==> config.mk <==
export PLATFORM = sky130hd
export DESIGN_NAME = adc_serial_ctrl
export DESIGN_NICKNAME = d
export VERILOG_FILES = /design/src/rtl/adc_sctl_pkg.sv /design/src/rtl/adc_sctl_edges.sv /design/src/rtl/adc_sctl_frame.sv /design/src/rtl/adc_sctl_regs.sv /design/src/rtl/adc_sctl_tx.sv /design/src/rtl/adc_serial_ctrl.sv
export SDC_FILE = /design/constraint.sdc
export NUM_CORES = 1
export LEC_CHECK = 0
export BUFFER_PORTS_ARGS = -buffer_cell sky130_fd_sc_hd__buf_2
export CAP_MARGIN = 20
export CELL_PAD_IN_SITES_DETAIL_PLACEMENT = 1
export CELL_PAD_IN_SITES_GLOBAL_PLACEMENT = 1
export CORE_MARGIN = 3
export CORE_UTILIZATION = 43
export DETAILED_ROUTE_END_ITERATION = 8
export GPL_TIMING_DRIVEN = 0
export HOLD_SLACK_MARGIN = 0.08
export MAX_ROUTING_LAYER = met4
export PLACE_DENSITY_LB_ADDON = 0.1
export SYNTH_ARGS = -nofsm -noshare
export SYNTH_HDL_FRONTEND = slang
export SYNTH_SLANG_ARGS = --single-unit
==> constraint.sdc <==
create_clock -name clk -period 2.2 [get_ports clk]
set_input_delay 0.44 -clock clk [delete_from_list [all_inputs] [get_ports clk]]
set_output_delay 0.44 -clock clk [all_outputs]
set_load 0.02 [all_outputs]
==> src/rtl/adc_sctl_pkg.sv <==
package adc_sctl_pkg;
  localparam int P_CODING  = 0;
  localparam int P_RANGE   = 1;
  localparam int P_WEAK    = 2;
  localparam int P_SHADOW  = 3;
  localparam int P_PM_LO   = 4;
  localparam int P_ADDR_LO = 6;

  typedef enum logic [1:0] {
    DRV_OFF    = 2'd0,
    DRV_STRONG = 2'd1,
    DRV_WEAK   = 2'd2
  } drive_e;
endpackage

==> src/rtl/adc_sctl_edges.sv <==
module adc_sctl_edges (
  input  logic clk,
  input  logic rst,
  input  logic cs_n,
  input  logic sclk,
  output logic cs_fall,
  output logic cs_rise,
  output logic sclk_fall
);
  logic cs_q;
  logic sclk_q;

  always_ff @(posedge clk) begin
    if (rst) begin
      cs_q   <= 1'b1;
      sclk_q <= 1'b1;
    end else begin
      cs_q   <= cs_n;
      sclk_q <= sclk;
    end
  end

  assign cs_fall   = cs_q & ~cs_n;
  assign cs_rise   = ~cs_q & cs_n;
  assign sclk_fall = sclk_q & ~sclk & ~cs_n;
endmodule

==> src/rtl/adc_sctl_frame.sv <==
module adc_sctl_frame #(
  parameter int CTRL_W    = 12,
  parameter int FRAME_LEN = 16,
  parameter int MUX_EDGE  = 14
) (
  input  logic              clk,
  input  logic              rst,
  input  logic              cs_fall,
  input  logic              cs_rise,
  input  logic              sclk_fall,
  input  logic              din,
  output logic [CTRL_W-1:0] word_o,
  output logic              shift_stb,
  output logic              mux_stb,
  output logic              end_stb
);
  localparam int CNT_W = $clog2(FRAME_LEN + 1);

  logic             active;
  logic [CNT_W-1:0] cnt;
  logic [CTRL_W-1:0] cap_sr;
  logic             fall_ok;

  assign fall_ok   = sclk_fall & active;
  assign shift_stb = fall_ok;
  assign mux_stb   = fall_ok && (cnt == CNT_W'(MUX_EDGE - 1));
  assign end_stb   = fall_ok && (cnt == CNT_W'(FRAME_LEN - 1));
  assign word_o    = cap_sr;

  always_ff @(posedge clk) begin
    if (rst) begin
      active <= 1'b0;
      cnt    <= '0;
      cap_sr <= '0;
    end else if (cs_fall) begin
      active <= 1'b1;
      cnt    <= '0;
    end else if (cs_rise) begin
      active <= 1'b0;
    end else if (fall_ok) begin
      cnt <= cnt + 1'b1;
      if (cnt < CNT_W'(CTRL_W))
        cap_sr <= {cap_sr[CTRL_W-2:0], din};
      if (cnt == CNT_W'(FRAME_LEN - 1))
        active <= 1'b0;
    end
  end
endmodule

==> src/rtl/adc_sctl_regs.sv <==
module adc_sctl_regs
  import adc_sctl_pkg::*;
#(
  parameter int ADDR_W = 4,
  localparam int CTRL_W = ADDR_W + 8
) (
  input  logic              clk,
  input  logic              rst,
  input  logic [CTRL_W-1:0] word_i,
  input  logic              mux_stb,
  input  logic              end_stb,
  output logic [ADDR_W-1:0] chan_sel_o,
  output logic [CTRL_W-2:0] ctrl_o,
  output logic              weak_next_o
);
  localparam int P_WRITE = CTRL_W - 1;

  logic wr_en;
  assign wr_en = word_i[P_WRITE];

  assign weak_next_o = wr_en ? word_i[P_WEAK] : ctrl_o[P_WEAK];

  always_ff @(posedge clk) begin
    if (rst) begin
      chan_sel_o <= '0;
      ctrl_o     <= '0;
    end else begin
      if (mux_stb && wr_en)
        chan_sel_o <= word_i[P_ADDR_LO +: ADDR_W];
      if (end_stb && wr_en)
        ctrl_o <= word_i[CTRL_W-2:0];
    end
  end
endmodule

==> src/rtl/adc_sctl_tx.sv <==
module adc_sctl_tx
  import adc_sctl_pkg::*;
#(
  parameter int ADDR_W = 4,
  parameter int RES_W  = 12,
  localparam int FRAME_LEN = ADDR_W + RES_W
) (
  input  logic              clk,
  input  logic              rst,
  input  logic              cs_fall,
  input  logic              cs_rise,
  input  logic              shift_stb,
  input  logic              end_stb,
  input  logic [ADDR_W-1:0] chan_i,
  input  logic [RES_W-1:0]  result_i,
  input  logic              coding_i,
  input  logic              weak_next_i,
  output logic              dout_o,
  output logic              dout_oe_o,
  output logic              dout_weak_o
);
  drive_e                 drv;
  logic [FRAME_LEN-1:0]   tx_sr;
  logic [RES_W-1:0]       coded;
  logic [FRAME_LEN-1:0]   load;

  assign coded = coding_i ? result_i : {~result_i[RES_W-1], result_i[RES_W-2:0]};
  assign load  = {chan_i, coded};

  always_ff @(posedge clk) begin
    if (rst) begin
      drv    <= DRV_OFF;
      tx_sr  <= '0;
      dout_o <= 1'b0;
    end else if (cs_fall) begin
      drv    <= DRV_STRONG;
      dout_o <= load[FRAME_LEN-1];
      tx_sr  <= {load[FRAME_LEN-2:0], 1'b0};
    end else if (end_stb) begin
      drv    <= weak_next_i ? DRV_WEAK : DRV_OFF;
      dout_o <= weak_next_i & chan_i[ADDR_W-1];
    end else if (shift_stb) begin
      dout_o <= tx_sr[FRAME_LEN-1];
      tx_sr  <= {tx_sr[FRAME_LEN-2:0], 1'b0};
    end else if (cs_rise && drv == DRV_STRONG) begin
      drv <= DRV_OFF;
    end
  end

  assign dout_oe_o   = (drv == DRV_STRONG);
  assign dout_weak_o = (drv == DRV_WEAK);
endmodule

==> src/rtl/adc_serial_ctrl.sv <==
module adc_serial_ctrl
  import adc_sctl_pkg::*;
#(
  parameter int ADDR_W   = 4,
  parameter int RES_W    = 12,
  parameter int MUX_EDGE = 14
) (
  input  logic              clk,
  input  logic              rst,
  input  logic              cs_n,
  input  logic              sclk,
  input  logic              din,
  input  logic [RES_W-1:0]  result_i,
  output logic              dout_o,
  output logic              dout_oe_o,
  output logic              dout_weak_o,
  output logic [ADDR_W-1:0] chan_sel_o,
  output logic              seq_o,
  output logic              shadow_o,
  output logic [1:0]        pm_o,
  output logic              range_o,
  output logic              coding_o
);
  localparam int CTRL_W    = ADDR_W + 8;
  localparam int FRAME_LEN = ADDR_W + RES_W;

  logic              cs_fall, cs_rise, sclk_fall;
  logic [CTRL_W-1:0] word;
  logic              shift_stb, mux_stb, end_stb;
  logic [CTRL_W-2:0] ctrl;
  logic              weak_next;

  adc_sctl_edges edges_i (
    .clk(clk), .rst(rst), .cs_n(cs_n), .sclk(sclk),
    .cs_fall(cs_fall), .cs_rise(cs_rise), .sclk_fall(sclk_fall)
  );

  adc_sctl_frame #(
    .CTRL_W(CTRL_W), .FRAME_LEN(FRAME_LEN), .MUX_EDGE(MUX_EDGE)
  ) frame_i (
    .clk(clk), .rst(rst), .cs_fall(cs_fall), .cs_rise(cs_rise),
    .sclk_fall(sclk_fall), .din(din), .word_o(word),
    .shift_stb(shift_stb), .mux_stb(mux_stb), .end_stb(end_stb)
  );

  adc_sctl_regs #(.ADDR_W(ADDR_W)) regs_i (
    .clk(clk), .rst(rst), .word_i(word), .mux_stb(mux_stb),
    .end_stb(end_stb), .chan_sel_o(chan_sel_o), .ctrl_o(ctrl),
    .weak_next_o(weak_next)
  );

  adc_sctl_tx #(.ADDR_W(ADDR_W), .RES_W(RES_W)) tx_i (
    .clk(clk), .rst(rst), .cs_fall(cs_fall), .cs_rise(cs_rise),
    .shift_stb(shift_stb), .end_stb(end_stb), .chan_i(chan_sel_o),
    .result_i(result_i), .coding_i(ctrl[P_CODING]), .weak_next_i(weak_next),
    .dout_o(dout_o), .dout_oe_o(dout_oe_o), .dout_weak_o(dout_weak_o)
  );

  assign seq_o    = ctrl[CTRL_W-2];
  assign shadow_o = ctrl[P_SHADOW];
  assign pm_o     = ctrl[P_PM_LO +: 2];
  assign range_o  = ctrl[P_RANGE];
  assign coding_o = ctrl[P_CODING];
endmodule

* After elaboration in Yosys (flattened, before gate mapping)
Cells that the tools add are included.
** Operators by class
- Magnitude comparators :: 1
- Reductions and logical operators :: 18
- Muxes and demuxes :: 17
- Equal/unequal tests :: 7
- Add/sub/neg operators :: 1
- Bitwise logic cells :: 12
** Operator list (count)
- $mux 16 :: 3
- $mux 12 :: 1
- $reduce_bool 3->1 :: 4
- $eq 5x4->1 const B :: 2
- $reduce_and 2->1 :: 5
- $mux 1 :: 9
- $mux 2 :: 4
- $and 1x1->1 :: 6
- $not 1->1 :: 6
- $add 5x1->5 const B :: 1
- $logic_and 1x1->1 :: 5
- $lt 5x4->1 const B :: 1
- $reduce_and 4->1 :: 1
- $reduce_bool 2->1 :: 2
- $ne 3x2->1 const B :: 1
- $eq 2x1->1 const B :: 1
- $eq 2x2->1 const B :: 1
- $ne 2x1->1 const B :: 1
- $ne 2x2->1 const B :: 1
- $reduce_or 2->1 :: 1
** Word-level totals
- Bits in registers :: 53
- Bits of input ports :: 17
- Output and inout port bits :: 13

* Depth between registers and ports, before layout
Gate-level depths: netlist (run 1).
- Depth in word-level cells :: 7
- Gate-level depth with buffers :: 7
- Depth with buffers taken out :: 6

* Cells and area by module
Synthesis (run 1) repeated with hierarchy kept, for this count alone.
** Unflattened totals
- Cell total of the unflattened synthesis :: 253
- Area, all modules :: 2504.9 µm²
** Modules (own cells, without submodules)
- adc_sctl_tx :: area each 948.4 µm², times used 1, cells each 101, seq. area each 360.3 µm²
- adc_sctl_frame :: area each 813.3 µm², times used 1, cells each 80, seq. area each 360.3 µm²
- adc_sctl_regs :: area each 670.6 µm², times used 1, cells each 65, seq. area each 300.3 µm²
- adc_sctl_edges :: area each 72.6 µm², times used 1, cells each 7, seq. area each 40.0 µm²

* Worst setup path before layout (run 1)
Ideal clock, no wire load.
- Kind :: reg-to-reg
- Start :: reg frame_i.cnt[0]
- End :: reg tx_i.tx_sr[10]
- Stages on the path, launching flop included :: 8
- Arrival :: 1.644 ns
- Clock period less this slack :: 1.735 ns
- Path slack :: 0.465 ns
- Buffers on the path :: 1
- Required time :: 2.109 ns
- Cells stage by stage :: dfxtp_1 -> ha_1 -> and3_1 -> ha_1 -> inv_1 -> clkbuf_1 -> nand3_1 -> a311oi_1
** Between the ends
- Longest elaborated chain between the ends :: 4
** RTL lines
- start: declaration :: line adc_sctl_frame.sv:20 : logic [CNT_W-1:0] cnt;
- start signal: assignment :: line adc_sctl_frame.sv:41 : cnt <= cnt + 1'b1;
- $eq 5x4->1 :: line adc_sctl_frame.sv:27 : assign end_stb = fall_ok && (cnt == CNT_W'(FRAME_LEN - 1));
- $logic_and 1x1->1 :: line adc_sctl_frame.sv:27
- $ne 2x2->1 (no source line)
- $reduce_and 2->1 (no source line)
- end signal: assignment :: line adc_sctl_tx.sv:38 : tx_sr <= {load[FRAME_LEN-2:0], 1'b0};
- end signal: assignment :: line adc_sctl_tx.sv:44 : tx_sr <= {tx_sr[FRAME_LEN-2:0], 1'b0};
- end: declaration :: line adc_sctl_tx.sv:23 : logic [FRAME_LEN-1:0] tx_sr;
Every way passes these cells.
A chain may end at the register's enable or synchronous reset.

* Worst setup path after layout (run 1)
- Start :: reg frame_i.cnt[0]
- End :: reg tx_i.tx_sr[13]
The elaborated chain is that of the path after synthesis.

==> results of run 1 <==
per-layer routing:
layer / track usage / wire length [um] / vias up
met5: - / 0 / -
met4: 0.0647 / 64 / 0
li1: - / - / 965
met1: 0.274 / 2810 / 942
met2: 0.329 / 2720 / 31
met3: 0.0287 / 164 / 6
metrics by stage:
step                      worst slack, ps  utilization  area (um2)
after floorplan                       465            -        2260
after global placement                132        0.508        2480
after detailed placement             85.8        0.508        2480
after CTS                            64.5        0.525        2560
after global routing                 17.4        0.525        2560
final                                 137        0.525        2560
sequential cells by signal (all words and copies together), names as in the netlist:
register	cells
regs_i.ctrl_o	7
regs_i.chan_sel_o	4
tx_i.dout_o	1
tx_i.tx_sr	15
edges_i.cs_q	1
frame_i.active	1
frame_i.word_o	12
tx_i.drv	2
frame_i.cnt	5
edges_i.sclk_q	1
worst max-delay path: stages (launching register included):
cell	delay [ps]
dfxtp_1	420
ha_1	190
and3_1	200
ha_1	260
buf_2	240
buf_2	250
o21ai_0	120
a311oi_1	300
worst paths after layout:
check                                  end  cells after the start
min reg2reg  regs_i.ctrl_o[1]$_SDFFE_PP0P_                      2
max            tx_i.tx_sr[13]$_SDFFE_PP0P_                      7
max reg2reg    tx_i.tx_sr[13]$_SDFFE_PP0P_                      7
min              edges_i.sclk_q$_SDFF_PP1_                      2
cells by family (layout without fill, tap and decap cells):
family | count (synthesis) | count (layout) | synth area share
DFF | 49 | 49 | 0.435
buffers and inverters | 33 | 68 | 0.0738
muxes | 17 | 17 | 0.0760
adders and majority gates | 6 | 6 | 0.0333
AOI/OAI and AO/OA | 62 | 62 | 0.173
xor gates and xnor gates | 1 | 1 | 0.00388
and+or+nand+nor | 81 | 81 | 0.205
layout by cell type, fill, tap and decap left out, types with 2 or more instances in the layout:
cell type   n
or3_1       2
mux2i_1    16
clkbuf_1   10
nand4_1     2
or2_2       3
clkbuf_8    5
a311oi_1   16
buf_6       2
dfxtp_1    49
a21oi_1    15
nor2_1     15
buf_2      34
inv_1       9
nand3_1    24
nor2b_1     3
nand2b_1   18
and3_1      2
nand2_1     3
o31ai_1     2
or4_1       2
nor3_1      3
ha_1        6
o21ai_0    23
buf_4       5
synth_stat cells (all sizes together):
master / instances / area [um2]
and4bb: 1 / 12.5
dfxtp: 49 / 981
clkbuf: 10 / 38.8
buf: 14 / 93.8
a21oi: 15 / 75.1
nand4bb: 2 / 38.8
nand2b: 18 / 113
a311oi: 16 / 140
nor2b: 3 / 18.8
a21o: 1 / 7.51
mux2i: 16 / 160
and2: 1 / 6.26
nand4: 2 / 12.5
a22oi: 1 / 7.51
inv: 9 / 33.8
xor2: 1 / 8.76
mux2: 1 / 11.3
ha: 6 / 75.1
o32ai: 1 / 8.76
a211oi: 1 / 7.51
o21ai: 23 / 115
nand2: 3 / 11.3
or4: 2 / 15.0
o31ai: 2 / 15.0
or2: 3 / 18.8
nor2: 15 / 56.3
nand3: 24 / 120
nor3: 3 / 15.0
and3: 2 / 12.5
o211ai: 1 / 7.51
or3: 2 / 12.5
a31oi: 1 / 6.26
power by group:
| part | switching (W) | internal, W |
|---|---|---|
| Combinational | 0.0000821 | 0.0000608 |
| Clock | 0.000300 | 0.000226 |
| Sequential | 0.0000175 | 0.000915 |
area by class of cell:
class | instances | area (um2) | share of cell area
tap | 67 | 83.8 | 0.0327
clock buffer | 7 | 76.3 | 0.0298
inverter | 9 | 33.8 | 0.0132
buffer | 23 | 129 | 0.0503
sequential | 49 | 981 | 0.383
clock inverter | 1 | 7.51 | 0.00293
multi-input combinational | 167 | 1110 | 0.433
timing repair buffer | 28 | 140 | 0.0547
==> key figures, run 1 <==
Outcome
  – Outcome: completed

STA
  – Final Hold Vio Count: 0
  – Slew headroom: 0.665
  – Fmax: 485 MHz
  – Final Skew: 6.26 ps
  – Fin. max-slew vios: 0
  – RSZ-0062 raised after global routing: no
  – Setup-failing EPs final: 0
  – TNS Setup: 0 ps
  – Final min period: 2060 ps
  – Period utilization: 0.938
  – WHS: 375 ps
  – Slew at the pin with the worst max-slew slack: 502 ps

CTS
  – CTS tree: built
  – Deepest clock path buffer count: 2
  – CTS sink cnt: 49
  – Clk_lat worst skew: 300 ps
  – H-tree depth: 2
  – Setup bufs post-CTS: 0
  – CTS buffer count: 5
  – Clock root cell: clkbuf_8
  – Clock-pin slew on the worst setup and hold paths: 90 ps
  – Post-cts resize count: 0
  – Post-CTS Hold Buffers: 0

Synth
  – Syn avg cell area: 9.06 um2
  – Number of cells produced by synthesis: 249
  – Syn_nets: 272
  – Sequential fraction of the synthesis area: 0.435
  – Yosys reg bits: 49
  – Synth warn: 0
  – Mapped cell area: 2260 um2
  – Netlist cell types: 37

Cells and area
  – Fin cells: 351
  – Fillers: 597
  – NumNets Final: 306
  – Antenna fix cells: 0
  – Layout area overhead: 13.5%
  – Layout cells sized above 1: 0.190

Detailed routing
  – DRT Pass-1 Iters: 4
  – DR vias: 1944
  – First-iteration detailed-routing DRC count: 93
  – Vias per inst: 5.54
  – DR DRC count: 0
  – DR WL/cell: 16.4 um
  – Routed Antenna Nets: 0
  – Drt total wl: 5760 um

Worst setup path
  – CP endpoint kind: register
  – Worst path arrival time: 2270 ps
  – Worst setup path start: frame_i.cnt[0]$_SDFFE_PP0P_
  – Startpoint types: register
  – Crit path kind: reg -> reg
  – Reg2reg start: frame_i.cnt[0]$_SDFFE_PP0P_
  – Worst Path Required: 2410 ps
  – CP Max Fanout: 10
  – Reg2reg setup slack: 140 ps

Global routing
  – First-pass GRT wire length: 9940 um
  – GRT Total Usage: 0.207
  – Vias in the first global route: 2016
  – Antenna violations before repair: 0
  – Total global routing overflow: 0
  – Pin count of the biggest net entering global routing: 15

Power
  – Max VDD drop: 323 uV
  – P_leak: 0.977 nW
  – Power density cells: 626 nW/um2
  – Tot Pwr: 0.00160 W

Place
  – IO buf count: 28
  – RD Place Congestion: 0.785
  – Inst Count DP: 344
  – DPL Wire Length: 4160 um

Die
  – CORE AREA: 4880 um2
  – Die ar.: 6150 um2
  – Site Rows: 25
  – Die Y-Extent: 78.4 um
  – Ports: 30
  – Starting Density: 0.462
  – Die Span X: 78.4 um

Worst hold path
  – Hold Crit Class: in -> reg
  – Hold Crit Start: sclk

Job
  – Max_cap viols: 0
Note: power is estimated with default switching activity, not from simulation.
==> run 2, diff against run 1 <==
Settings changed: CELL_PAD_IN_SITES_DETAIL_PLACEMENT 1 to 2, CELL_PAD_IN_SITES_GLOBAL_PLACEMENT 1 to 2, CORE_UTILIZATION 43 to 35, SKIP_CTS_REPAIR_TIMING set to 1.
==> run 2 against run 1 <==
  * Clock skew grew 2.6 ps
  * Sequential power hardly changed
  * Hold slack got worse by 6.7 ps
  * Combinational power is essentially flat
  * Non-clock buffer count stayed put
  * Utilization fell by 9.8 points
  * Critical endpoint is now tx_i.tx_sr[11]$_SDFFE_PP0P_
  * Largest cell class unchanged
  * Highest routed layer unchanged
==> key figures, run 2 (synthesis results as in run 1) <==
Power
  – Clock share of power: 0.378 (+0.049)
  – P_leak: 0.991 nW (+1.5%)
  – Switch share: 0.243 (-0.00682)
  – Share of power burned in registers: 0.538 (-0.044)
  – Max VDD drop: 421 uV (+30%)
  – Combinational Power Share: 0.084 (-0.005)
  – Switching power total: 0.000421 W (+5.3%)
  – Power density cells: 667 nW/um2 (+6.7%)
  – Internal: 0.00131 W (+9.3%)

STA
  – Fmax: 502 MHz (+3.5%)
  – Slew headroom: 0.638 (-0.0277)
  – Final min period: 1990 ps (-70.5 ps)
  – RSZ-0062 raised after global routing: no
  – Fin. max-slew vios: 0 (unchanged)
  – Period utilization: 0.906 (-0.0320)
  – Slew at the pin with the worst max-slew slack: 543 ps (+41.6 ps)
  – Final Hold Vio Count: 0 (unchanged)
  – Setup-failing EPs final: 0 (unchanged)
  – WHS: 368 ps (-6.66 ps)
  – Final Skew: 8.87 ps (+2.61 ps)
  – TNS Setup: 0 ps (unchanged)

Worst setup path
  – Startpoint types: register
  – CP Max Fanout: 10 (unchanged)
  – R2R depth: 7 (unchanged)
  – Worst Path Required: 2410 ps (about the same)
  – CP endpoint kind: register
  – Worst path arrival time: 2210 ps (-60 ps)
  – Crit path kind: reg -> reg

Detailed routing
  – DR WL/cell: 17.9 um (+9.2%)
  – DR DRC count: 0 (unchanged)
  – Routed Antenna Nets: 0 (unchanged)
  – DR vias: 1942 (-0.10%)
  – DRT Pass-1 Iters: 4 (unchanged)
  – Vias per inst: 5.42 (-2.1%)
  – First-iteration detailed-routing DRC count: 69 (-26%)
  – Drt total wl: 6420 um (+11%)

CTS
  – Clk_lat worst skew: 310 ps (about the same)
  – CTS sink cnt: 49 (unchanged)
  – Clock-pin slew on the worst setup and hold paths: 90 ps (about the same)
  – CTS tree: built
  – Clock root cell: clkbuf_8
  – CTS buffer count: 5 (unchanged)
  – H-tree depth: 2 (unchanged)
  – Deepest clock path buffer count: 2 (unchanged)

Place
  – RD Place Congestion: 0.775 (-1.3%)
  – DPL Wire Length: 4670 um (+12%)
  – Cell Area, Placed: 2490 um2 (+0.40%)
  – IO buf count: 28 (unchanged)

Cells and area
  – Top reg by flops: tx_i.tx_sr
  – Most frequent cells in the layout: 49 x dfxtp_1, 33 x buf_2, 24 x nand3_1
  – Design area: 2600 um2 (+1.5%)
  – Commonest non-fill, non-tap cell in the layout: dfxtp_1
  – Layout cells sized above 1: 0.198 (+0.00774)
  – Fillers: 702 (+18%)
  – NumNets Final: 306 (unchanged)
  – Number of flip-flops in the largest register: 15 (unchanged)
  – Layout area overhead: 15.2%
  – Antenna fix cells: 0 (unchanged)

Die
  – Die ar.: 7450 um2 (+21%)
  – Die Span X: 86.3 um (+10%)
  – CORE AREA: 6100 um2 (+25%)
  – Starting Density: 0.370 (-0.0922)
  – Die Y-Extent: 86.3 um (+10%)
  – Site Rows: 28 (+12%)
  – Ports: 30 (unchanged)

Global routing
  – First-pass GRT wire length: 11000 um (+10%)
  – GRT Total Usage: 0.194 (-0.0127)
  – Antenna violations before repair: 0 (unchanged)
  – Vias in the first global route: 2175 (+7.9%)
  – Pin count of the biggest net entering global routing: 16 (+1)
  – Total global routing overflow: 0 (unchanged)

Worst hold path
  – Hold Crit Class: in -> reg
  – Hold depth: 2 (unchanged)

Outcome
  – Outcome: completed

Job
  – Max_cap viols: 0 (unchanged)
[run 2: cell count changes in the layout (fill, tap and decap cells not counted)]
cell        delta
buf_2          -1
bufinv_16      +1
ha_1           -1
clkbuf_4       +1
ha_2           +1
clkinvlp_4     -1
clkbuf_1       -2
inv_6          +1
[run 2: power groups by stage]
stage                     clock [W]  sequential [W]  combinational, W
after detailed placement          0        0.000953          0.000147
after global routing       0.000704        0.000938          0.000166
after global placement            0        0.000952          0.000143
final                      0.000656        0.000933          0.000145
after CTS                  0.000672        0.000933          0.000148
after floorplan                   0        0.000949         0.0000954
[run 2: critical path: stages, from the launching register on]
cell	delay, ps
dfxtp_1	410
ha_1	190
and3_1	200
ha_2	240
clkbuf_4	210
buf_2	240
o21ai_0	130
a311oi_1	300
[run 2: path summary, 6_finish.rpt]
kind	from	end	slack (ps)
worst max-delay path	frame_i.cnt[0]$_SDFFE_PP0P_	tx_i.tx_sr[11]$_SDFFE_PP0P_	210
worst min-delay path	sclk	edges_i.sclk_q$_SDFF_PP1_	370
worst max register to register	frame_i.cnt[0]$_SDFFE_PP0P_	tx_i.tx_sr[11]$_SDFFE_PP0P_	210
worst min register to register	frame_i.word_o[3]$_SDFFE_PP0P_	regs_i.ctrl_o[3]$_SDFFE_PP0P_	480
[run 2: stage by stage]
| step | total power (W) | util | setup slack (ps) | cells |
|---|---|---|---|---|
| after floorplan | 0.00104 | - | 465 | 249 |
| after global placement | 0.00110 | 0.408 | 108 | 352 |
| after detailed placement | 0.00110 | 0.408 | 23.0 | 352 |
| after CTS | 0.00175 | 0.426 | 6.86 | 359 |
| after global routing | 0.00181 | 0.426 | 61.6 | 358 |
| final | 0.00173 | 0.426 | 208 | 358 |
[run 2: cell type report]
class	instances	area [um2]	share of cell area
Buffer	23	131	0.0506
Multi-Input combinational cell	167	1110	0.428
Sequential cell	49	981	0.377
Clock buffer	5	68.8	0.0265
Clock inverter	2	38.8	0.0149
Timing Repair Buffer	28	140	0.0539
Inverter	9	33.8	0.0130
Tap cell	75	93.8	0.0361
[run 2: per-layer routing]
| metal | track usage | wire [um] | vias up |
|---|---|---|---|
| met5 | - | 0 | - |
| li1 | - | - | 959 |
| met3 | 0.0323 | 193 | 6 |
| met4 | 0.0397 | 51 | 0 |
| met1 | 0.251 | 3170 | 952 |
| met2 | 0.321 | 3000 | 25 |
